### src/rtl/irq_agg_pkg.sv
package irq_agg_pkg;
  localparam int ADDR_W = 3;
  localparam logic [ADDR_W-1:0] A_STAT_PRIM = 3'd0;
  localparam logic [ADDR_W-1:0] A_MASK_PRIM = 3'd1;
  localparam logic [ADDR_W-1:0] A_STAT_EXT  = 3'd2;
  localparam logic [ADDR_W-1:0] A_MASK_EXT  = 3'd3;
  localparam logic [ADDR_W-1:0] A_KBD_EOI   = 3'd4;
  localparam int EXT_KBD = 0;
  localparam int EXT_RX  = 1;
  localparam int EXT_TX  = 2;
endpackage

### src/rtl/irq_kbd_latch.sv
module irq_kbd_latch #(
  parameter int KBD_W   = 8,
  parameter int KBD_LOW = 6
) (
  input  logic             clk,
  input  logic             rst,
  input  logic [KBD_W-1:0] kbd_in,
  input  logic             use_all,
  input  logic             eoi,
  output logic             flag
);
  localparam logic [KBD_W-1:0] LOW_SEL = KBD_W'((1 << KBD_LOW) - 1);
  localparam logic [KBD_W-1:0] ALL_SEL = '1;

  logic [KBD_W-1:0] sel;
  logic             hit;

  assign sel = use_all ? ALL_SEL : LOW_SEL;
  assign hit = |(kbd_in & sel);

  always_ff @(posedge clk) begin
    if (rst)      flag <= 1'b0;
    else if (hit) flag <= 1'b1;
    else if (eoi) flag <= 1'b0;
  end
endmodule

### src/rtl/irq_rx_level.sv
module irq_rx_level #(
  parameter int CNT_W  = 5,
  parameter int THRESH = 8
) (
  input  logic             clk,
  input  logic             rst,
  input  logic [CNT_W-1:0] count,
  input  logic             enable,
  input  logic             tick,
  output logic             flag
);
  localparam logic [CNT_W-1:0] THR = CNT_W'(THRESH);

  logic empty, drop, rise;

  assign empty = (count == '0);
  assign drop  = !enable && tick;
  assign rise  = enable && (count >= THR);

  always_ff @(posedge clk) begin
    if (rst)                 flag <= 1'b0;
    else if (empty || drop)  flag <= 1'b0;
    else if (rise)           flag <= 1'b1;
  end
endmodule

### src/rtl/irq_combine.sv
module irq_combine #(
  parameter int N_PRIM = 16,
  parameter int N_FIQ  = 4,
  parameter int N_EXT  = 3
) (
  input  logic              clk,
  input  logic              rst,
  input  logic [N_PRIM-1:0] prim_stat,
  input  logic [N_PRIM-1:0] prim_mask,
  input  logic [N_EXT-1:0]  ext_stat,
  input  logic [N_EXT-1:0]  ext_mask,
  output logic              fiq,
  output logic              irq
);
  logic [N_PRIM-1:0] act;
  logic [N_PRIM-1:0] to_fast;
  logic [N_PRIM-1:0] to_norm;

  for (genvar i = 0; i < N_PRIM; i++) begin : g_route
    assign act[i] = prim_stat[i] & prim_mask[i];
    if (i < N_FIQ) begin : g_fast
      assign to_fast[i] = act[i];
      assign to_norm[i] = 1'b0;
    end else begin : g_norm
      assign to_fast[i] = 1'b0;
      assign to_norm[i] = act[i];
    end
  end

  always_ff @(posedge clk) begin
    if (rst) begin
      fiq <= 1'b0;
      irq <= 1'b0;
    end else begin
      fiq <= |to_fast;
      irq <= (|to_norm) | (|(ext_stat & ext_mask));
    end
  end
endmodule

### src/rtl/irq_aggregator.sv
module irq_aggregator
  import irq_agg_pkg::*;
#(
  parameter int N_PRIM  = 16,
  parameter int N_FIQ   = 4,
  parameter int KBD_W   = 8,
  parameter int KBD_LOW = 6,
  parameter int CNT_W   = 5,
  parameter int RX_THR  = 8
) (
  input  logic              clk,
  input  logic              rst,
  input  logic              bus_sel,
  input  logic              bus_wr,
  input  logic [ADDR_W-1:0] bus_addr,
  input  logic [N_PRIM-1:0] bus_wdata,
  output logic [N_PRIM-1:0] bus_rdata,
  input  logic [N_PRIM-1:0] prim_src,
  input  logic [KBD_W-1:0]  kbd_in,
  input  logic              kbd_use8,
  input  logic [CNT_W-1:0]  rx_count,
  input  logic              rx_enable,
  input  logic              ser_tick,
  input  logic              tx_int,
  output logic              fiq,
  output logic              irq
);
  localparam int N_EXT = 3;

  logic [N_PRIM-1:0] mask_prim;
  logic [N_EXT-1:0]  mask_ext;
  logic [N_EXT-1:0]  stat_ext;
  logic              kbd_flag, rx_flag, wr_en, rd_en, eoi_wr;

  assign wr_en  = bus_sel && bus_wr;
  assign rd_en  = bus_sel && !bus_wr;
  assign eoi_wr = wr_en && (bus_addr == A_KBD_EOI);

  always_ff @(posedge clk) begin
    if (rst) begin
      mask_prim <= '0;
      mask_ext  <= '0;
    end else if (wr_en) begin
      if (bus_addr == A_MASK_PRIM) mask_prim <= bus_wdata;
      if (bus_addr == A_MASK_EXT)  mask_ext  <= bus_wdata[N_EXT-1:0];
    end
  end

  always_ff @(posedge clk) begin
    if (rst) bus_rdata <= '0;
    else if (rd_en) begin
      case (bus_addr)
        A_STAT_PRIM: bus_rdata <= prim_src;
        A_MASK_PRIM: bus_rdata <= mask_prim;
        A_STAT_EXT:  bus_rdata <= N_PRIM'(stat_ext);
        A_MASK_EXT:  bus_rdata <= N_PRIM'(mask_ext);
        default:     bus_rdata <= '0;
      endcase
    end
  end

  irq_kbd_latch #(.KBD_W(KBD_W), .KBD_LOW(KBD_LOW)) u_kbd (
    .clk(clk), .rst(rst), .kbd_in(kbd_in), .use_all(kbd_use8),
    .eoi(eoi_wr), .flag(kbd_flag)
  );

  irq_rx_level #(.CNT_W(CNT_W), .THRESH(RX_THR)) u_rx (
    .clk(clk), .rst(rst), .count(rx_count), .enable(rx_enable),
    .tick(ser_tick), .flag(rx_flag)
  );

  always_comb begin
    stat_ext          = '0;
    stat_ext[EXT_KBD] = kbd_flag;
    stat_ext[EXT_RX]  = rx_flag;
    stat_ext[EXT_TX]  = tx_int;
  end

  irq_combine #(.N_PRIM(N_PRIM), .N_FIQ(N_FIQ), .N_EXT(N_EXT)) u_comb (
    .clk(clk), .rst(rst), .prim_stat(prim_src), .prim_mask(mask_prim),
    .ext_stat(stat_ext), .ext_mask(mask_ext), .fiq(fiq), .irq(irq)
  );
endmodule

### config.mk
export PLATFORM = sky130hd
export DESIGN_NAME = irq_aggregator
export DESIGN_NICKNAME = d
export VERILOG_FILES = /design/src/rtl/irq_agg_pkg.sv /design/src/rtl/irq_kbd_latch.sv /design/src/rtl/irq_rx_level.sv /design/src/rtl/irq_combine.sv /design/src/rtl/irq_aggregator.sv
export SDC_FILE = /design/constraint.sdc
export NUM_CORES = 1
export LEC_CHECK = 0
export BUFFER_PORTS_ARGS = -buffer_cell sky130_fd_sc_hd__buf_4
export CAP_MARGIN = 10
export CORE_AREA = 2 2 48 94
export DETAILED_ROUTE_END_ITERATION = 6
export DIE_AREA = 0 0 50 96
export GPL_TIMING_DRIVEN = 0
export PLACE_DENSITY = 0.82
export SLEW_MARGIN = 20
export SYNTH_ARGS = -nofsm -noshare
export SYNTH_HDL_FRONTEND = slang
export SYNTH_SLANG_ARGS = --single-unit
### constraint.sdc
create_clock -name clk -period 3.07 [get_ports clk]
set_input_delay 0.307 -clock clk [delete_from_list [all_inputs] [get_ports clk]]
set_output_delay 0.307 -clock clk [all_outputs]
set_load 0.05 [all_outputs]
# Yosys cells after proc, flatten, opt, wreduce, memory -nomap -nowiden
# Cells that the tools add are included.
# Widths: inputs -> output; s select.
[word_totals] ff_bits=39 wordCells=53 input_bits=56 output_inout_bits=18
[op_classes] n_lt_le_gt_ge=1 n_eq_ne=4 bitwise=19 n_mux=4 n_reduce_logical=18
[ops] cell="$pmux 16 s4" count=1
[ops] cell="$and 1x1->1" count=16
[ops] cell="$reduce_or 12->1" count=1
[ops] cell="$and 8x8->8" count=1
[ops] cell="$mux 8" count=1
[ops] cell="$reduce_or 8->1" count=1
[ops] cell="$eq 3x2->1 const B" count=2
[ops] cell="$ge 5x4->1 const B" count=1
[ops] cell="$logic_and 1x1->1" count=5
[ops] cell="$logic_not 5->1" count=1
[ops] cell="$reduce_and 2->1" count=2
[ops] cell="$reduce_or 4->1" count=1
[ops] cell="$and 3x3->3" count=1
[ops] cell="$eq 3x1->1 const B" count=1
[ops] cell="$eq 3x3->1 const B" count=1
[ops] cell="$logic_not 3->1" count=1
[ops] cell="$reduce_or 3->1" count=1
[ops] cell="$logic_not 1->1" count=2
[ops] cell="$mux 1" count=2
[ops] cell="$reduce_bool 2->1" count=1
[ops] cell="$reduce_or 2->1" count=1
[ops] cell="$logic_or 1x1->1" count=1
[ops] cell="$or 1x1->1" count=1

# Depth between registers and ports, before layout
# Gate-level depths: netlist (run 1).
[logic_depth] ltp_word=4 mapped_depth=6 ltp_nobuf=3

# Cells and area by module
# From an unflattened synthesis (run 1), not the netlist that was laid out.
[unflattened] cells_unflattened=197 area_unflattened_um2=1790.5
[modules_own_cells] module="irq_aggregator" cells_each=171 area_each_um2=1551.5 instances=1 seq_area_each_um2=700.7
[modules_own_cells] module="irq_combine" cells_each=14 area_each_um2=132.6 instances=1 seq_area_each_um2=40.0
[modules_own_cells] module="irq_kbd_latch" cells_each=6 area_each_um2=56.3 instances=1 seq_area_each_um2=20.0
[modules_own_cells] module="irq_rx_level" cells_each=6 area_each_um2=50.0 instances=1 seq_area_each_um2=20.0

# Worst setup path after synthesis (run 1)
# Ideal clock, no wire load.
[synth_timing] path_kind="input to register" from="in bus_addr[0]" to="reg bus_rdata[0]" setup_slack_ns=1.789 required_time_ns=2.953 t_arrival_ns=1.164 path_stages=3 setup_time_ns=0.117 path_cell_list="buf_4 > mux4_2 > a22o_1"
[synth_between] elab_chain_cells=2
[synth_lines] element="from (decl)" line_no="irq_aggregator.sv:15" source="input logic [ADDR_W-1:0] bus_addr,"
[synth_lines] element="$eq 3x2->1, or another cell as far along" line_no="irq_aggregator.sv:52" source="case (bus_addr)"
[synth_lines] element="$pmux 16 s4 *" line_no="irq_aggregator.sv:52"
[synth_lines] element="to (signal assigned)" line_no="irq_aggregator.sv:53" source="A_STAT_PRIM: bus_rdata <= prim_src;"
[synth_lines] element="to (signal assigned)" line_no="irq_aggregator.sv:54" source="A_MASK_PRIM: bus_rdata <= mask_prim;"
[synth_lines] element="to (signal assigned)" line_no="irq_aggregator.sv:55" source="A_STAT_EXT: bus_rdata <= N_PRIM'(stat_ext);"
[synth_lines] element="to (decl)" line_no="irq_aggregator.sv:17" source="output logic [N_PRIM-1:0] bus_rdata,"
# Every way passes the cells marked *; elsewhere a longest branch is shown, timed or not.
# A chain may end at the register's enable or synchronous reset.

# Final worst setup path (run 1)
[layout_timing] from="reg mask_prim[0]" to="reg bus_rdata[0]"
[layout_between] elab_chain_cells=1
[layout_lines] element="from (decl)" line_no="irq_aggregator.sv:30" source="logic [N_PRIM-1:0] mask_prim;"
[layout_lines] element="from (signal assigned)" line_no="irq_aggregator.sv:44" source="if (bus_addr == A_MASK_PRIM) mask_prim <= bus_wdata;"
[layout_lines] element="$pmux 16 s4" line_no="irq_aggregator.sv:52"
# No other way between the ends.

==> reports/results.env, run 1 <==
SLOWEST_DELAY_NS=0.45
STD_CELL_ROWS=33
TRITONCTS='built'
WHS_ENDPOINT='mask_prim[3]$_SDFFE_PP0P_'
FINALCLOCKSKEW_NS=0.009336
SYNTHESIS.INSTANCES=175
ARRIVAL_NS=1.40
WORST_SETUP_PATH_END_KIND='register'
GRT.OVERFLOW.TOTAL=0
FINAL_PERIOD_MINUS_WORST_SETUP_SLACK_NS=1.220
SYNTH.CELL_AREA_UM2=1745
GRT_PASS1_VIAS=1586
POWERDENSITY_nW_PER_UM2=417.1
REG2REGPATHDEPTH=3
POSTPLACECELLAREA_UM2=2344
INITIAL_CELL_DENSITY_OF_THE_CORE=0.4270
POST-CTS-SETUP-BUFFERS=0
SYNTH_WARNINGS=0
CRITPATHLAUNCHTYPE='register'
PLACE.DETAILED.HPWL_MM=3.675
NORMALIZED_MAX_SLEW_MARGIN=0.7131
I_O_PINS=74
POWER.SEQUENTIAL.FRACTION=0.513
FINISH.NET_COUNT=309
CELL_AREA_AFTER_LAYOUT_UM2=2431
TIMING.FINAL.CRIT_SHARE=0.3975
CLOCK_PIN_SLEW_WORST_SETUP_AND_HOLD_PATHS_NS=0.07
SETUP_REPAIR_AFTER_GLOBAL_ROUTING_MISSED_ITS_MARGIN='no'
DRT-TOTAL-WL_MM=4.648
NUMCLOCKSINKS=39
MIN-DELAY-PATH-CLASS='in2reg'
VIAS=1666
POST_SYNTH.CELL_AREA_AVG_UM2=9.974
SYNTH_NETS=231
CELL_BREAKDOWN_OF_THE_CRITICAL_PATH='nor2b_1 -> mux4_2 -> a22o_1'
SEQUENTIAL_SHARE_OF_THE_SYNTHESIZED_AREA=0.4473
DIE_AREA_UM2=4800
POST_CTS.RESIZED_INSTANCES=0
HOLD_VIOL=0
GRT_MAX_DEGREE=12
HTREE_NUM_LEVELS=2
POWER.TOTAL_W=0.001014
FMAX_GHz=0.8194
SYNTHDISTINCTLIBCELLS=28
CRITICAL_PATH_REQUIRED_NS=3.25
FRACTION_OF_FINAL_LAYOUT_CELLS_WITH_DRIVE_STRENGTH_GREATER_THAN_1=0.3715
DETAIL_ROUTE.WL_PER_CELL_UM=15.24
CLOCK_POWER_SHARE=0.343
P_COMB_FRAC=0.144
GRT_ANTENNA_BEFORE_REPAIR=0
CP_SLOWEST_CELL='mux4_2'
WORSTREG2REGEND='bus_rdata[0]$_SDFFE_PP0P_'
INTERNAL_POWER_W=0.0007663
TIMING.SETUP.CRITICAL_PATH_CLASS='reg2reg'
DRV_CAP=0
SW_RATIO=0.2443
FIRST_PASS_ITERS=4
GRT_PASS1_WL_MM=7.355
SYNTH-EDFF-COUNT=0
CLOCK-ROOT-BUFFER='clkbuf_8'
POST_DRT_VIA_CELL_RATIO=5.462
POST_CTS_HOLD_BUFFER_COUNT=0
MAX_FO_CRITICAL_PATH=3
TOTAL_LEAKAGE_POWER_nW=1.004
YS_ASYNC_RST_SHARE=0
GPL.FINAL_WEIGHTED_CONGESTION=0.8188
CRITICAL-PATH-TOP-DELAY-FAMILY='multiplexers'
DRT_ITER0_MARKERS=55
CLOCK_LATENCY_NS=0.29
SLEW_VIOL_FINAL=0
DIE_WIDTH_UM=50
POSTSYNTHREGISTERBITS=39
MIN_DELAY_PATH_DEPTH=3
FLOORPLAN.DIE.HEIGHT_UM=96
SETUP_TOTAL_NEGATIVE_SLACK_NS=0
N_ANTENNA_CELL=0
YS.FLOP_TYPE='dfxtp_1'
FLOORPLAN.CORE_AREA_UM2=4088
WORSTPATHBUFFERINVERTERCOUNT=0
DRC_ERRORS=0
R2R_SETUP_SLACK_NS=1.85
WORST_IR_DROP_VDD_mV=0.2779
NUMPORTBUFFERS=71
SETUP_VIOLATIONS=0
REG2REG_FROM='mask_prim[0]$_SDFFE_PP0P_'
AREAGROWTHSYNTHTOFINISH_PCT=39.28
DETAIL_ROUTE_ANTENNA_NETS=0
CLOCK_TREE.BUFFER_DEPTH=2
CTS-BUFFERS-INSERTED=5
NET_SW_POWER_W=0.0002477
GROUTE.USAGE.OVERALL=0.2049
PIN_SLEW_WITH_THE_LEAST_HEADROOM_TO_ITS_LIMIT_NS=0.4304
RESULT_OF_THE_RUN='completed'
MIN_FROM='bus_wdata[3]'
==> layout make-up <==
class	instances	area, um2
multi-input combinational	119	868.3
buffer	14	85.08
fill	371	1657
timing repair buffer	71	533.0
clock inverter	1	5.005
inverter	3	11.26
clock buffer	6	82.58
tap	52	65.06
sequential	39	780.7
==> cell usage after synthesis (all sizes together) (3+ instances only) <==
| cell | number | area (um2) |
|---|---|---|
| nand3 | 19 | 95.09 |
| mux4 | 3 | 67.56 |
| nor2b | 3 | 18.77 |
| dfxtp | 39 | 780.8 |
| a21oi | 22 | 113.9 |
| mux2i | 13 | 130.1 |
| nor3 | 3 | 15.01 |
| buf | 9 | 66.31 |
| o21ai | 21 | 105.1 |
| inv | 3 | 11.26 |
| clkbuf | 5 | 18.77 |
| a22oi | 4 | 30.03 |
| a22o | 5 | 43.79 |
| o2bb2ai | 13 | 113.9 |
==> cell families after synthesis <==
family                 after synthesis  synth area share
buffers and inverters               17           0.05520
AOI/OAI and AO/OA                   71            0.2609
DFF                                 39            0.4473
muxes                               16            0.1133
and+or+nand+nor                     32            0.1233
==> power by group through the flow <==
stage	Sequential [W]	Combinational [W]	Clock (W)
after floorplan	0.000542	0.0000568	0
after global placement	0.000531	0.000145	0
after detailed placement	0.000532	0.000146	0
after CTS	0.000520	0.000147	0.000356
after global routing	0.000521	0.000157	0.000379
final	0.000520	0.000146	0.000348
==> worst max-delay path by stage <==
stage	from	endpoint	slack, ns	cells after the start
finish	mask_prim[0]$_SDFFE_PP0P_	bus_rdata[0]$_SDFFE_PP0P_	1.85	3
global route	mask_prim[0]$_SDFFE_PP0P_	bus_rdata[0]$_SDFFE_PP0P_	1.80	3
CTS	mask_prim[0]$_SDFFE_PP0P_	bus_rdata[0]$_SDFFE_PP0P_	1.85	3
detailed placement	bus_addr[1]	bus_rdata[2]$_SDFFE_PP0P_	1.64	4
global placement	bus_addr[1]	bus_rdata[2]$_SDFFE_PP0P_	1.64	4
floorplan	bus_addr[0]	bus_rdata[0]$_SDFFE_PP0P_	1.79	3
==> per-stage QoR <==
| stage | hold slack (ns) | cells | setup WS (ns) | utilization |
|---|---|---|---|---|
| floorplan | 0.4547 | 175 | 1.789 | - |
| global placement | 0.4483 | 298 | 1.645 | 0.5733 |
| detailed placement | 0.4504 | 298 | 1.641 | 0.5733 |
| global route | 0.2630 | 305 | 1.801 | 0.5947 |
| CTS | 0.2630 | 305 | 1.846 | 0.5947 |
| finish | 0.2698 | 305 | 1.850 | 0.5947 |
==> sequential cells by signal (all words and copies together), names as in the netlist <==
register    flops
u_kbd.flag      1
u_comb.fiq      1
bus_rdata      16
u_comb.irq      1
mask_prim      16
mask_ext        3
u_rx.flag       1
==> layer usage <==
metal,track usage,part of all wire
met4,0.1250,0.030
met1,0.2063,0.36
met2,0.3761,0.57
met5,0,0
met3,0.04037,0.040
==> cell usage in the layout, fill, tap and decap left out, types with 2 or more instances in the layout <==
master / synthesis / layout
mux2i_1: 13 / 13
a22o_1: 5 / 5
mux4_2: 3 / 3
clkbuf_8: 0 / 6
inv_1: 3 / 3
nand3_1: 19 / 19
a221oi_1: 2 / 2
o2bb2ai_1: 13 / 13
buf_2: 5 / 5
buf_4: 1 / 72
clkbuf_1: 5 / 5
dfxtp_1: 39 / 39
nor3_1: 3 / 3
a21oi_1: 21 / 21
buf_6: 3 / 3
o21ai_0: 21 / 21
a31oi_1: 2 / 2
nor2b_1: 3 / 3
a22oi_1: 4 / 4
==> tightest hold or removal path, cell delays in order <==
cell and delay (ns):
buf_4 0.11, nand3_1 0.05, a21oi_1 0.05
Note: power is estimated with default switching activity, not from simulation.
==> run 2, diff against run 1 <==
--- a/config.mk
+++ b/config.mk
@@ -5,13 +5,14 @@
 export SDC_FILE = /design/constraint.sdc
 export NUM_CORES = 1
 export LEC_CHECK = 0
+export ABC_AREA = 1
 export BUFFER_PORTS_ARGS = -buffer_cell sky130_fd_sc_hd__buf_4
 export CAP_MARGIN = 10
-export CORE_AREA = 2 2 48 94
+export CORE_AREA = 2 2 50 99
 export DETAILED_ROUTE_END_ITERATION = 6
-export DIE_AREA = 0 0 50 96
+export DIE_AREA = 0 0 52 101
 export GPL_TIMING_DRIVEN = 0
-export PLACE_DENSITY = 0.82
+export PLACE_DENSITY = 0.83
 export SLEW_MARGIN = 20
 export SYNTH_ARGS = -nofsm -noshare
 export SYNTH_HDL_FRONTEND = slang
==> constraint.sdc (replaced) <==
create_clock -name clk -period 1 [get_ports clk]
set_input_delay 0.1 -clock clk [delete_from_list [all_inputs] [get_ports clk]]
set_output_delay 0.1 -clock clk [all_outputs]
set_load 0.05 [all_outputs]
==> run 2 against run 1 <==
Effect of this change: first-iteration DRC count shrank 33%; clock skew grew 0.0022 ns; synthesized cell count grew 54%; non-clock buffer count shrank 1; design area grew 7.7%; register-to-register slack lost 1.7 ns; hold slack lost 0.21 ns; routed wire length grew 2.6%; largest cell class unchanged; largest power group unchanged.
==> reports/results.env, run 2 <==
CRITICAL-PATH-TOP-DELAY-FAMILY='flip-flops'
SLEW_VIOL_FINAL=0
CLOCK_TREE.BUFFER_DEPTH=2
NORMALIZED_MAX_SLEW_MARGIN=0.5701
TOP_REGS='bus_rdata (16), mask_prim (16), mask_ext (3)'
HOLD_VIOL=0
YS_TOP_CELLS_BY_AREA='dfxtp_1 (41%), nand2_1 (22%), a21oi_1 (7.0%)'
CLOCK-ROOT-BUFFER='clkbuf_8'
PIN_SLEW_WITH_THE_LEAST_HEADROOM_TO_ITS_LIMIT_NS=0.6449
CTS-BUFFERS-INSERTED=5
DETAIL_ROUTE.WL_PER_CELL_UM=11.81
FINALCLOCKSKEW_NS=0.01150
REGISTER_AREA_UM2=780.7
MULTI_INPUT_COMB_AREA_UM2=1031
NUMCLOCKSINKS=39
CP_SLOWEST_CELL='dfxtp_1'
DP_SLACK_NS=-0.3305
TIMING.FINAL.CRIT_SHARE=0.9213
FIN_WS_NS=0.07871
DRC_ERRORS=0
DIE_WIDTH_UM=52
TRITONCTS='built'
SETUP_VIOLATIONS=0
AREAGROWTHSYNTHTOFINISH_PCT=36.55
MAX_FO_CRITICAL_PATH=2
FLOORPLAN.CORE_AREA_UM2=4511
RESULT_OF_THE_RUN='completed'
GRT_PASS1_WL_MM=8.086
FIRST_PASS_ITERS=4
INITIAL_CELL_DENSITY_OF_THE_CORE=0.4250
FLOORPLAN.DIE.HEIGHT_UM=101
GRT_PASS1_VIAS=1953
DRT-TOTAL-WL_MM=4.770
POWER.TOTAL_W=0.003070
DIE_AREA_UM2=5252
SYNTH_WARNINGS=0
WORST_SETUP_PATH_END_KIND='output port'
SYNTHDISTINCTLIBCELLS=24
DETAIL_ROUTE_ANTENNA_NETS=0
CELL_BREAKDOWN_OF_THE_CRITICAL_PATH='buf_4'
SETUP_REPAIR_AFTER_GLOBAL_ROUTING_MISSED_ITS_MARGIN='no'
POST_DRT_VIA_CELL_RATIO=5.025
POST-CTS-SETUP-BUFFERS=0
YS.FLOP_TYPE='dfxtp_1'
SLOWEST_DELAY_NS=0.34
CRITICAL_PATH_REQUIRED_NS=0.90
MIN-DELAY-PATH-CLASS='in2reg'
YOSYS-TOP-CELLS-COUNT='nand2_1 (112), dfxtp_1 (39), a21oi_1 (27)'
ARRIVAL_NS=0.82
SEQUENTIAL_SHARE_OF_THE_SYNTHESIZED_AREA=0.4073
FRACTION_OF_FINAL_LAYOUT_CELLS_WITH_DRIVE_STRENGTH_GREATER_THAN_1=0.3238
SYNTH-EDFF-COUNT=0
GROUTE.USAGE.OVERALL=0.1986
LEADING_CELL_TYPE_IN_THE_LAYOUT_FILL_AND_TAPS_EXCLUDED='nand2_1'
GRT_MAX_DEGREE=13
FINISH.UTILIZATION=0.5803
GRT_ANTENNA_BEFORE_REPAIR=0
POST-SYNTH-TOP-AREA-FRACTION=0.4073
DRV_CAP=0
GPL.FINAL_WEIGHTED_CONGESTION=0.8686
POWERDENSITY_nW_PER_UM2=1173
WORSTPATHBUFFERINVERTERCOUNT=1
STD_CELL_ROWS=35
VIAS=2030
LAYOUT.CELLS.MOST_COMMON_LIST='nand2_1 (111), buf_4 (74), dfxtp_1 (39), a21oi_1 (27), nand3_1 (26)'
SETUP_TOTAL_NEGATIVE_SLACK_NS=0
DRT_ITER0_MARKERS=37
FMAX_GHz=1.085
CRITPATHLAUNCHTYPE='register'
POSTSYNTHREGISTERBITS=39
TOTAL_LEAKAGE_POWER_nW=1.102
GRT.OVERFLOW.TOTAL=0
NUMPORTBUFFERS=72
FINAL.FILL_COUNT=417
PLACE.DETAILED.HPWL_MM=3.933
N_ANTENNA_CELL=0
SYNTHESIS.INSTANCES=270
SYNTH_NETS=326
HOLD-WORST-SLACK_NS=0.06451
TIMING.SETUP.CRITICAL_PATH_CLASS='reg2out'
HTREE_NUM_LEVELS=2
YOSYSTOPAREACELL='dfxtp_1'
YOSYSMOSTFREQUENTCELL='nand2_1'
SYNTH.CELL_AREA_UM2=1917
WORST_IR_DROP_VDD_mV=0.7871
CLOCK_PIN_SLEW_WORST_SETUP_AND_HOLD_PATHS_NS=0.08
I_O_PINS=74
YS_ASYNC_RST_SHARE=0
FINISH.NET_COUNT=404
FINAL_PERIOD_MINUS_WORST_SETUP_SLACK_NS=0.9213
POST_SYNTH.CELL_AREA_AVG_UM2=7.099
CLOCK_LATENCY_NS=0.29
POST_CTS_HOLD_BUFFER_COUNT=0
==> run 2: report_power, final <==
part | switching [W] | internal (W) | leakage, nW
sequential | 0.0000171 | 0.00158 | 0.315
clock | 0.000521 | 0.000487 | 0.0412
combinational | 0.000250 | 0.000217 | 0.745
==> run 2: area by class of cell <==
cell class / count / share of cell area
Sequential cell: 39 / 0.2983
Buffer: 12 / 0.03107
Tap cell: 55 / 0.02629
Clock inverter: 2 / 0.004780
Inverter: 7 / 0.01147
Clock buffer: 6 / 0.02772
Timing Repair Buffer: 72 / 0.2065
Multi-Input combinational cell: 211 / 0.3939
==> run 2: per-layer routing <==
metal / wire [um] / share of wire / global-route usage / vias to the layer above
li1: - / - / - / 1052
met1: 2015 / 0.42 / 0.2328 / 895
met2: 2374 / 0.50 / 0.3476 / 72
met3: 296 / 0.062 / 0.03709 / 11
met4: 84 / 0.018 / 0.07085 / 0
met5: 0 / 0 / 0 / -
==> run 2: worst paths after layout <==
| check | start | endpoint | slack [ns] | cells past startpoint |
|---|---|---|---|---|
| setup / recovery | bus_rdata[6]$_SDFFE_PP0P_ | bus_rdata[6] | 0.08 | 1 |
| hold reg to reg | bus_rdata[7]$_SDFFE_PP0P_ | bus_rdata[7]$_SDFFE_PP0P_ | 0.47 | 2 |
| hold / removal | bus_wdata[8] | mask_prim[8]$_SDFFE_PP0P_ | 0.06 | 3 |
| setup reg to reg | mask_prim[2]$_SDFFE_PP0P_ | bus_rdata[2]$_SDFFE_PP0P_ | 0.12 | 4 |
==> run 2: what timing repair did <==
action,in CTS,in global routing
cloned,0,0
endpoints found under the setup margin,10,21
gates resized for setup,1,3
==> run 2: cell families (layout without fill, tap and decap cells) <==
kind of cell | after synthesis | after routing | share of synthesized area
AO/OA/AOI/OAI | 46 | 46 | 0.1456
flip-flops | 39 | 39 | 0.4073
buffers and inverters | 20 | 99 | 0.05874
AND/OR/NAND/NOR | 165 | 165 | 0.3884
==> run 2: metrics by stage <==
| stage | std cells | area [um2] |
|---|---|---|
| after floorplan | 270 | 1917 |
| final | 404 | 2618 |
| after global routing | 404 | 2618 |
| after global placement | 397 | 2526 |
| after CTS | 405 | 2614 |
| after detailed placement | 397 | 2526 |
